==> config.mk <==
export PLATFORM = sky130hd
export DESIGN_NAME = cic_gain_corrector
export DESIGN_NICKNAME = d
export VERILOG_FILES = /design/src/rtl/gcorr_pkg.sv /design/src/rtl/gc_lut.sv /design/src/rtl/gc_pipe.sv /design/src/rtl/cic_gain_corrector.sv
export SDC_FILE = /design/constraint.sdc
export NUM_CORES = 2
export LEC_CHECK = 0
export BUFFER_PORTS_ARGS = -buffer_cell sky130_fd_sc_hd__buf_2
export CAP_MARGIN = 20
export CORE_ASPECT_RATIO = 0.8
export CORE_UTILIZATION = 25
export CTS_CLUSTER_SIZE = 16
export DETAILED_ROUTE_END_ITERATION = 7
export PLACE_DENSITY_LB_ADDON = 0.12
export SYNTH_ARGS = -nofsm -noshare
export SYNTH_HDL_FRONTEND = slang
export SYNTH_HIERARCHICAL = 1
export SYNTH_SLANG_ARGS = --single-unit
==> constraint.sdc <==
create_clock -name clk -period 10.5 [get_ports clk]
set_input_delay 1.05 -clock clk [delete_from_list [all_inputs] [get_ports clk]]
set_output_delay 1.05 -clock clk [all_outputs]
set_load 0.02 [all_outputs]
==> src/rtl/gcorr_pkg.sv <==
`timescale 1ns/1ps
package gcorr_pkg;

  // fractional bits of the stored fine-gain reciprocals
  localparam int FRAC_BITS = 16;

  // DC gain of the decimator: (r*m)^n
  function automatic longint unsigned gain_of(int r, int m, int n);
    longint unsigned g;
    g = 1;
    for (int i = 0; i < n; i++) g = g * longint'(r * m);
    return g;
  endfunction

  // floor(log2(v)), v >= 1
  function automatic int flog2_ul(longint unsigned v);
    int k;
    longint unsigned t;
    k = 0;
    t = v;
    while (t > 1) begin
      t = t >> 1;
      k++;
    end
    return k;
  endfunction

  // ceil(log2(v)), v >= 1
  function automatic int clog2_ul(longint unsigned v);
    int k;
    longint unsigned p;
    k = 0;
    p = 1;
    while (p < v) begin
      p = p << 1;
      k++;
    end
    return k;
  endfunction

  // round(2^(cg+FRAC_BITS) / g): fine-gain inverse in (0.5, 1] as Q.FRAC_BITS
  function automatic longint unsigned recip_of(longint unsigned g);
    int c;
    longint unsigned num;
    c   = flog2_ul(g);
    num = 64'd1 << (c + FRAC_BITS);
    return (num + g / 2) / g;
  endfunction

endpackage

==> src/rtl/gc_lut.sv <==
`timescale 1ns/1ps
// Elaboration-built table of alignment shifts and fine reciprocals,
// read through a registered port.
module gc_lut import gcorr_pkg::*; #(
  parameter int R_MAX    = 16,
  parameter int M_DLY    = 1,
  parameter int N_SEC    = 3,
  parameter int VAR_RATE = 1,
  parameter int RW       = 5,
  parameter int CGMAX    = 12,
  parameter int SHW      = 4,
  parameter int KW       = 17
) (
  input  logic           clk,
  input  logic           rst_n,
  input  logic           en,
  input  logic [RW-1:0]  factor,
  output logic [SHW-1:0] align_sh,
  output logic [KW-1:0]  recip
);

  logic [SHW-1:0] tbl_sh [R_MAX+1];
  logic [KW-1:0]  tbl_k  [R_MAX+1];
  logic [RW-1:0]  eff;
  logic [SHW-1:0] sh_d;
  logic [KW-1:0]  k_d;

  for (genvar r = 0; r <= R_MAX; r++) begin : g_ent
    localparam int              RE = (r < 2) ? 2 : r;
    localparam longint unsigned GE = gain_of(RE, M_DLY, N_SEC);
    assign tbl_sh[r] = SHW'(CGMAX - flog2_ul(GE));
    assign tbl_k[r]  = KW'(recip_of(GE));
  end

  if (VAR_RATE != 0) begin : g_var
    always_comb begin
      if (factor < RW'(2))          eff = RW'(2);
      else if (factor > RW'(R_MAX)) eff = RW'(R_MAX);
      else                          eff = factor;
    end
  end else begin : g_fix
    assign eff = RW'(R_MAX);
  end

  always_comb begin
    sh_d = en ? tbl_sh[eff] : align_sh;
    k_d  = en ? tbl_k[eff]  : recip;
  end

  always_ff @(posedge clk or negedge rst_n) begin
    if (!rst_n) begin
      align_sh <= '0;
      recip    <= '0;
    end else begin
      align_sh <= sh_d;
      recip    <= k_d;
    end
  end

endmodule

==> src/rtl/gc_pipe.sv <==
`timescale 1ns/1ps
// Delay line with valid tag; each data stage loads only when its
// incoming tag is set.
module gc_pipe #(
  parameter int W = 8,
  parameter int D = 3
) (
  input  logic         clk,
  input  logic         rst_n,
  input  logic [W-1:0] d_in,
  input  logic         v_in,
  output logic [W-1:0] d_out,
  output logic         v_out
);

  if (D == 0) begin : g_pass
    assign d_out = d_in;
    assign v_out = v_in;
  end else begin : g_chain
    logic [W-1:0] dq [D];
    logic [D-1:0] vq;

    for (genvar i = 0; i < D; i++) begin : g_st
      logic [W-1:0] src_d;
      logic         src_v;
      logic [W-1:0] nxt_d;

      if (i == 0) begin : g_head
        assign src_d = d_in;
        assign src_v = v_in;
      end else begin : g_body
        assign src_d = dq[i-1];
        assign src_v = vq[i-1];
      end

      assign nxt_d = src_v ? src_d : dq[i];

      always_ff @(posedge clk or negedge rst_n) begin
        if (!rst_n) begin
          dq[i] <= '0;
          vq[i] <= 1'b0;
        end else begin
          dq[i] <= nxt_d;
          vq[i] <= src_v;
        end
      end
    end

    assign d_out = dq[D-1];
    assign v_out = vq[D-1];
  end

endmodule

==> src/rtl/cic_gain_corrector.sv <==
`timescale 1ns/1ps
// CIC DC-gain removal: capture, table read, align, multiply (+tail),
// round/shift, saturate. Latency 5 + MUL_TAIL cycles (9 by default).
module cic_gain_corrector import gcorr_pkg::*; #(
  parameter int DIN_W    = 8,
  parameter int N_SEC    = 3,
  parameter int M_DLY    = 1,
  parameter int R_MAX    = 16,
  parameter int VAR_RATE = 1,
  parameter int MUL_TAIL = 4,
  localparam longint unsigned GMAX = gain_of(R_MAX, M_DLY, N_SEC),
  localparam int IN_W = DIN_W + clog2_ul(GMAX),
  localparam int RW   = $clog2(R_MAX + 1)
) (
  input  logic             clk,
  input  logic             rst_n,
  input  logic [IN_W-1:0]  in_data,
  input  logic             in_valid,
  input  logic [RW-1:0]    in_factor,
  output logic [DIN_W-1:0] out_data,
  output logic             out_valid
);

  localparam int CGMAX   = flog2_ul(GMAX);
  localparam int SHW     = $clog2(CGMAX + 1);
  localparam int KW      = FRAC_BITS + 1;
  localparam int AW      = IN_W + CGMAX;
  localparam int PW      = AW + KW + 1;
  localparam int RNDW    = PW + 1;
  localparam int SHR     = CGMAX + FRAC_BITS;
  localparam int QW      = RNDW - SHR;
  localparam int LATENCY = 5 + MUL_TAIL;

  localparam logic signed [RNDW-1:0] HALF   = RNDW'(1) << (SHR - 1);
  localparam logic signed [QW-1:0]   SAT_HI = $signed({{(QW-DIN_W+1){1'b0}}, {(DIN_W-1){1'b1}}});
  localparam logic signed [QW-1:0]   SAT_LO = ~SAT_HI;

  // stage registers
  logic [IN_W-1:0]          d1_q, d2_q;
  logic [RW-1:0]            f1_q;
  logic                     v1_q, v2_q, v3_q, v4_q, v8_q, v9_q;
  logic signed [AW-1:0]     a3_q;
  logic [KW-1:0]            k3_q;
  logic signed [PW-1:0]     p4_q;
  logic signed [QW-1:0]     r8_q;
  logic [DIN_W-1:0]         o9_q;

  // next-state values
  logic [IN_W-1:0]          d1_d, d2_d;
  logic [RW-1:0]            f1_d;
  logic signed [AW-1:0]     a3_d, ext2;
  logic [KW-1:0]            k3_d;
  logic signed [PW-1:0]     p4_d;
  logic signed [RNDW-1:0]   sum7;
  logic signed [QW-1:0]     r8_d;
  logic [DIN_W-1:0]         o9_d;

  // table and multiplier tail
  logic [SHW-1:0]           sh2;
  logic [KW-1:0]            k2;
  logic [PW-1:0]            p7;
  logic                     v7;

  gc_lut #(
    .R_MAX(R_MAX), .M_DLY(M_DLY), .N_SEC(N_SEC), .VAR_RATE(VAR_RATE),
    .RW(RW), .CGMAX(CGMAX), .SHW(SHW), .KW(KW)
  ) u_lut (
    .clk(clk), .rst_n(rst_n), .en(v1_q), .factor(f1_q),
    .align_sh(sh2), .recip(k2)
  );

  gc_pipe #(.W(PW), .D(MUL_TAIL - 1)) u_tail (
    .clk(clk), .rst_n(rst_n), .d_in(p4_q), .v_in(v4_q),
    .d_out(p7), .v_out(v7)
  );

  always_comb begin
    // capture sample and its factor together
    d1_d = in_valid ? in_data   : d1_q;
    f1_d = in_valid ? in_factor : f1_q;
    d2_d = v1_q ? d1_q : d2_q;
    // lift to maximum-gain scaling
    ext2 = AW'($signed(d2_q));
    a3_d = v2_q ? (ext2 <<< sh2) : a3_q;
    k3_d = v2_q ? k2 : k3_q;
    // fine multiply by reciprocal
    p4_d = v3_q ? (a3_q * $signed({1'b0, k3_q})) : p4_q;
    // round to nearest, drop exponent and fraction bits
    sum7 = RNDW'($signed(p7)) + HALF;
    r8_d = v7 ? QW'(sum7 >>> SHR) : r8_q;
    // saturate to output width
    if (!v8_q)             o9_d = o9_q;
    else if (r8_q > SAT_HI) o9_d = SAT_HI[DIN_W-1:0];
    else if (r8_q < SAT_LO) o9_d = SAT_LO[DIN_W-1:0];
    else                    o9_d = r8_q[DIN_W-1:0];
  end

  always_ff @(posedge clk or negedge rst_n) begin
    if (!rst_n) begin
      d1_q <= '0; f1_q <= '0; v1_q <= 1'b0;
      d2_q <= '0; v2_q <= 1'b0;
      a3_q <= '0; k3_q <= '0; v3_q <= 1'b0;
      p4_q <= '0; v4_q <= 1'b0;
      r8_q <= '0; v8_q <= 1'b0;
      o9_q <= '0; v9_q <= 1'b0;
    end else begin
      d1_q <= d1_d; f1_q <= f1_d; v1_q <= in_valid;
      d2_q <= d2_d; v2_q <= v1_q;
      a3_q <= a3_d; k3_q <= k3_d; v3_q <= v2_q;
      p4_q <= p4_d; v4_q <= v3_q;
      r8_q <= r8_d; v8_q <= v7;
      o9_q <= o9_d; v9_q <= v8_q;
    end
  end

  assign out_data  = o9_q;
  assign out_valid = v9_q;

endmodule

==> summary.md <==
| Metric | Value |
|---|---|
| Status | finished, final reports clean |
| Hold Crit Depth | 1 |
| Fillers | 12700 |
| Final hold vios | 0 |
| Hold path startpoint | u_lut/recip[6] |
| Setup Buffers After CTS | 0 |
| Least-Margin Pin Slew | 1060 ps |
| Largest net degree at the start of global routing | 147 |
| Crit path DAT | 7750 ps |
| FMAX | 0.137 GHz |
| RR Startpoint | a3_q[8] |
| Core area | 0.119 mm² |
| Slew margin rel. | 29.1% |
| Maximum clock path buffer count | 3 |
| # diodes | 0 |
| Dpl hpwl | 65.0 mm |
| Clock slew seen by the registers of the worst setup and hold paths | 60 ps |
| Max Cap Violations | 0 |
| Crit path time final | 7280 ps |
| GRT Residual Overflow | 0 |
| RSZ-0062 raised after global routing | no |
| Worst reg2reg setup slack | 3220 ps |
| Initial antenna violation count | 5 |
| First-pass GRT wire length | 137 mm |
| RR Endpoint | p4_q[42] |
| CTS tree | built |
| Cts bufs inserted | 30 |
| Die Y | 314 µm |
| Vias/cell | 4.24 |
| Drt wl/cell | 18.4 µm |
| DRT iter0 DRCs | 1080 |
| Crit path max fanout | 18 |
| Netlist area before placement | 0.0303 mm² |
| Mapped Nets | 3722 |
| Hold Crit Endpoint | u_lut/recip[6] |
| Setup Total Neg Slack | 0 ps |
| Fin. max-slew vios | 0 |
| Final setup fails | 0 |
| I/O pin total | 37 |
| Clk sinks | 247 |
| Die Wd | 391 µm |
| # rows | 113 |
| Final Cycle Share | 69.3% |
| Depth of the worst register-to-register path | 19 |
| Setup crit end kind | flop |
| Pre-antenna DRT Iters | 5 |
| Clock Tree Root | clkbuf_16 |
| Hold WC Path Type | flop to flop |
| I/O Buffers | 36 |
| Layout Nets | 3671 |
| Synth Instances | 3047 |
| WL final | 85.1 mm |
| Mapped Avg Cell Area | 9.95 µm² |
| H-tree levels | 1 |
| Worst Path Required | 10960 ps |
| CTS resizes | 0 |
| Starting density of the core | 25.4% |
| GP Congestion | 0.788 |
| Clk_skew | 11.8 ps |
| Worst skew pair latency | 580 ps |
| Final ANT Viol Nets | 0 |
| CP Launch Type | flop |
| Area grow syn2layout | 9.38% |
| Vias in the first global route | 21900 |
| Critical path type | flop to flop |
| Via count | 19600 |
| Share of cells above drive strength 1 | 10.4% |
| Total GRT Usage | 14.5% |
| DIE AREA | 0.123 mm² |
| Post-CTS Hold Fix Bufs | 0 |
| Synth warn | 6 |
| DRC | 0 |
-- flip-flops by register name, indices dropped and copies added (netlist names), 17 cells and up --
register                   cells
u_lut/recip                   17
d1_q                          20
a3_q                          32
p4_q                          23
k3_q                          17
u_tail/g_chain.g_st.src_d     46
u_tail/d_out                  23
r8_q                          23
d2_q                          20
-- stage by stage --
step / hold WS (ps) / instance area [µm²] / instances / setup WS [ps] / util [%]
after floorplan: 352 / 30300 / 3047 / 4180 / -
after CTS: 483 / 33100 / 4629 / 3130 / 27.7
final: 479 / 33200 / 4630 / 3220 / 27.8
after detailed placement: 470 / 32000 / 4573 / 3140 / 26.8
after global routing: 504 / 33200 / 4630 / 2770 / 27.8
after global placement: 470 / 32000 / 4573 / 3140 / 26.8
-- cells in the final DEF (no fill, tap or decap), types with 7 or more instances in the layout --
master,instances
o22ai_1,12
a211oi_1,8
o211ai_1,8
nor3_1,13
o21ai_0,53
mux2i_1,30
nand2_1,291
and2_1,331
nand3_1,28
xnor2_1,26
a31oi_1,11
o2bb2ai_1,11
and3_1,7
mux4_2,8
buf_2,35
a21oi_1,92
o21ai_1,8
fa_1,521
a21o_1,15
buf_4,43
dfrtp_1,243
o21bai_1,10
nand4_1,17
clkbuf_16,31
inv_1,658
mux2_2,97
nor2b_1,9
mux2_4,69
nand2b_1,9
xor2_1,23
ha_1,126
nor2_1,86
-- per-layer routing --
layer	track usage, %	part of all wire, %	routed length [µm]
met1	23.2	54	45900
met2	21.2	42	35400
met3	1.66	3.6	3100
met4	1.82	0.91	771
met5	0	0	0
-- how the worst max path moves through the flow --
stage | start | to
floorplan | a3_q[31] | p4_q[49]
global placement | a3_q[8] | p4_q[42]
detailed placement | a3_q[10] | p4_q[42]
CTS | a3_q[9] | p4_q[42]
global route | k3_q[0] | p4_q[49]
finish | a3_q[8] | p4_q[42]
-- worst max-delay path: stages, from the launching register on --
cell and delay (ps):
dfrtp_1 780, and2_1 390, fa_1 490, inv_1 60, fa_1 560, fa_1 460
fa_1 540, inv_1 50, fa_1 500, fa_1 420, ha_1 310, a21oi_1 270
nor2_1 70, a211oi_1 450, o221ai_1 260, a31oi_1 680, o41a_1 340, o21ai_1 110
xor2_1 160, mux2_2 270
-- area by class of cell --
class,count,area [µm²],share of cell area [%]
Clock buffer,41,873,2.63
Clock inverter,15,236,0.713
Inverter,659,2470,7.46
Multi-Input combinational cell,1977,20800,62.8
Sequential cell,247,6190,18.6
Tap cell,1610,2010,6.07
Timing Repair Buffer,81,561,1.69
Power is left out: the tool's default activity adds up to more than one toggle a clock period on the data nets, which glitch-free logic cannot reach.
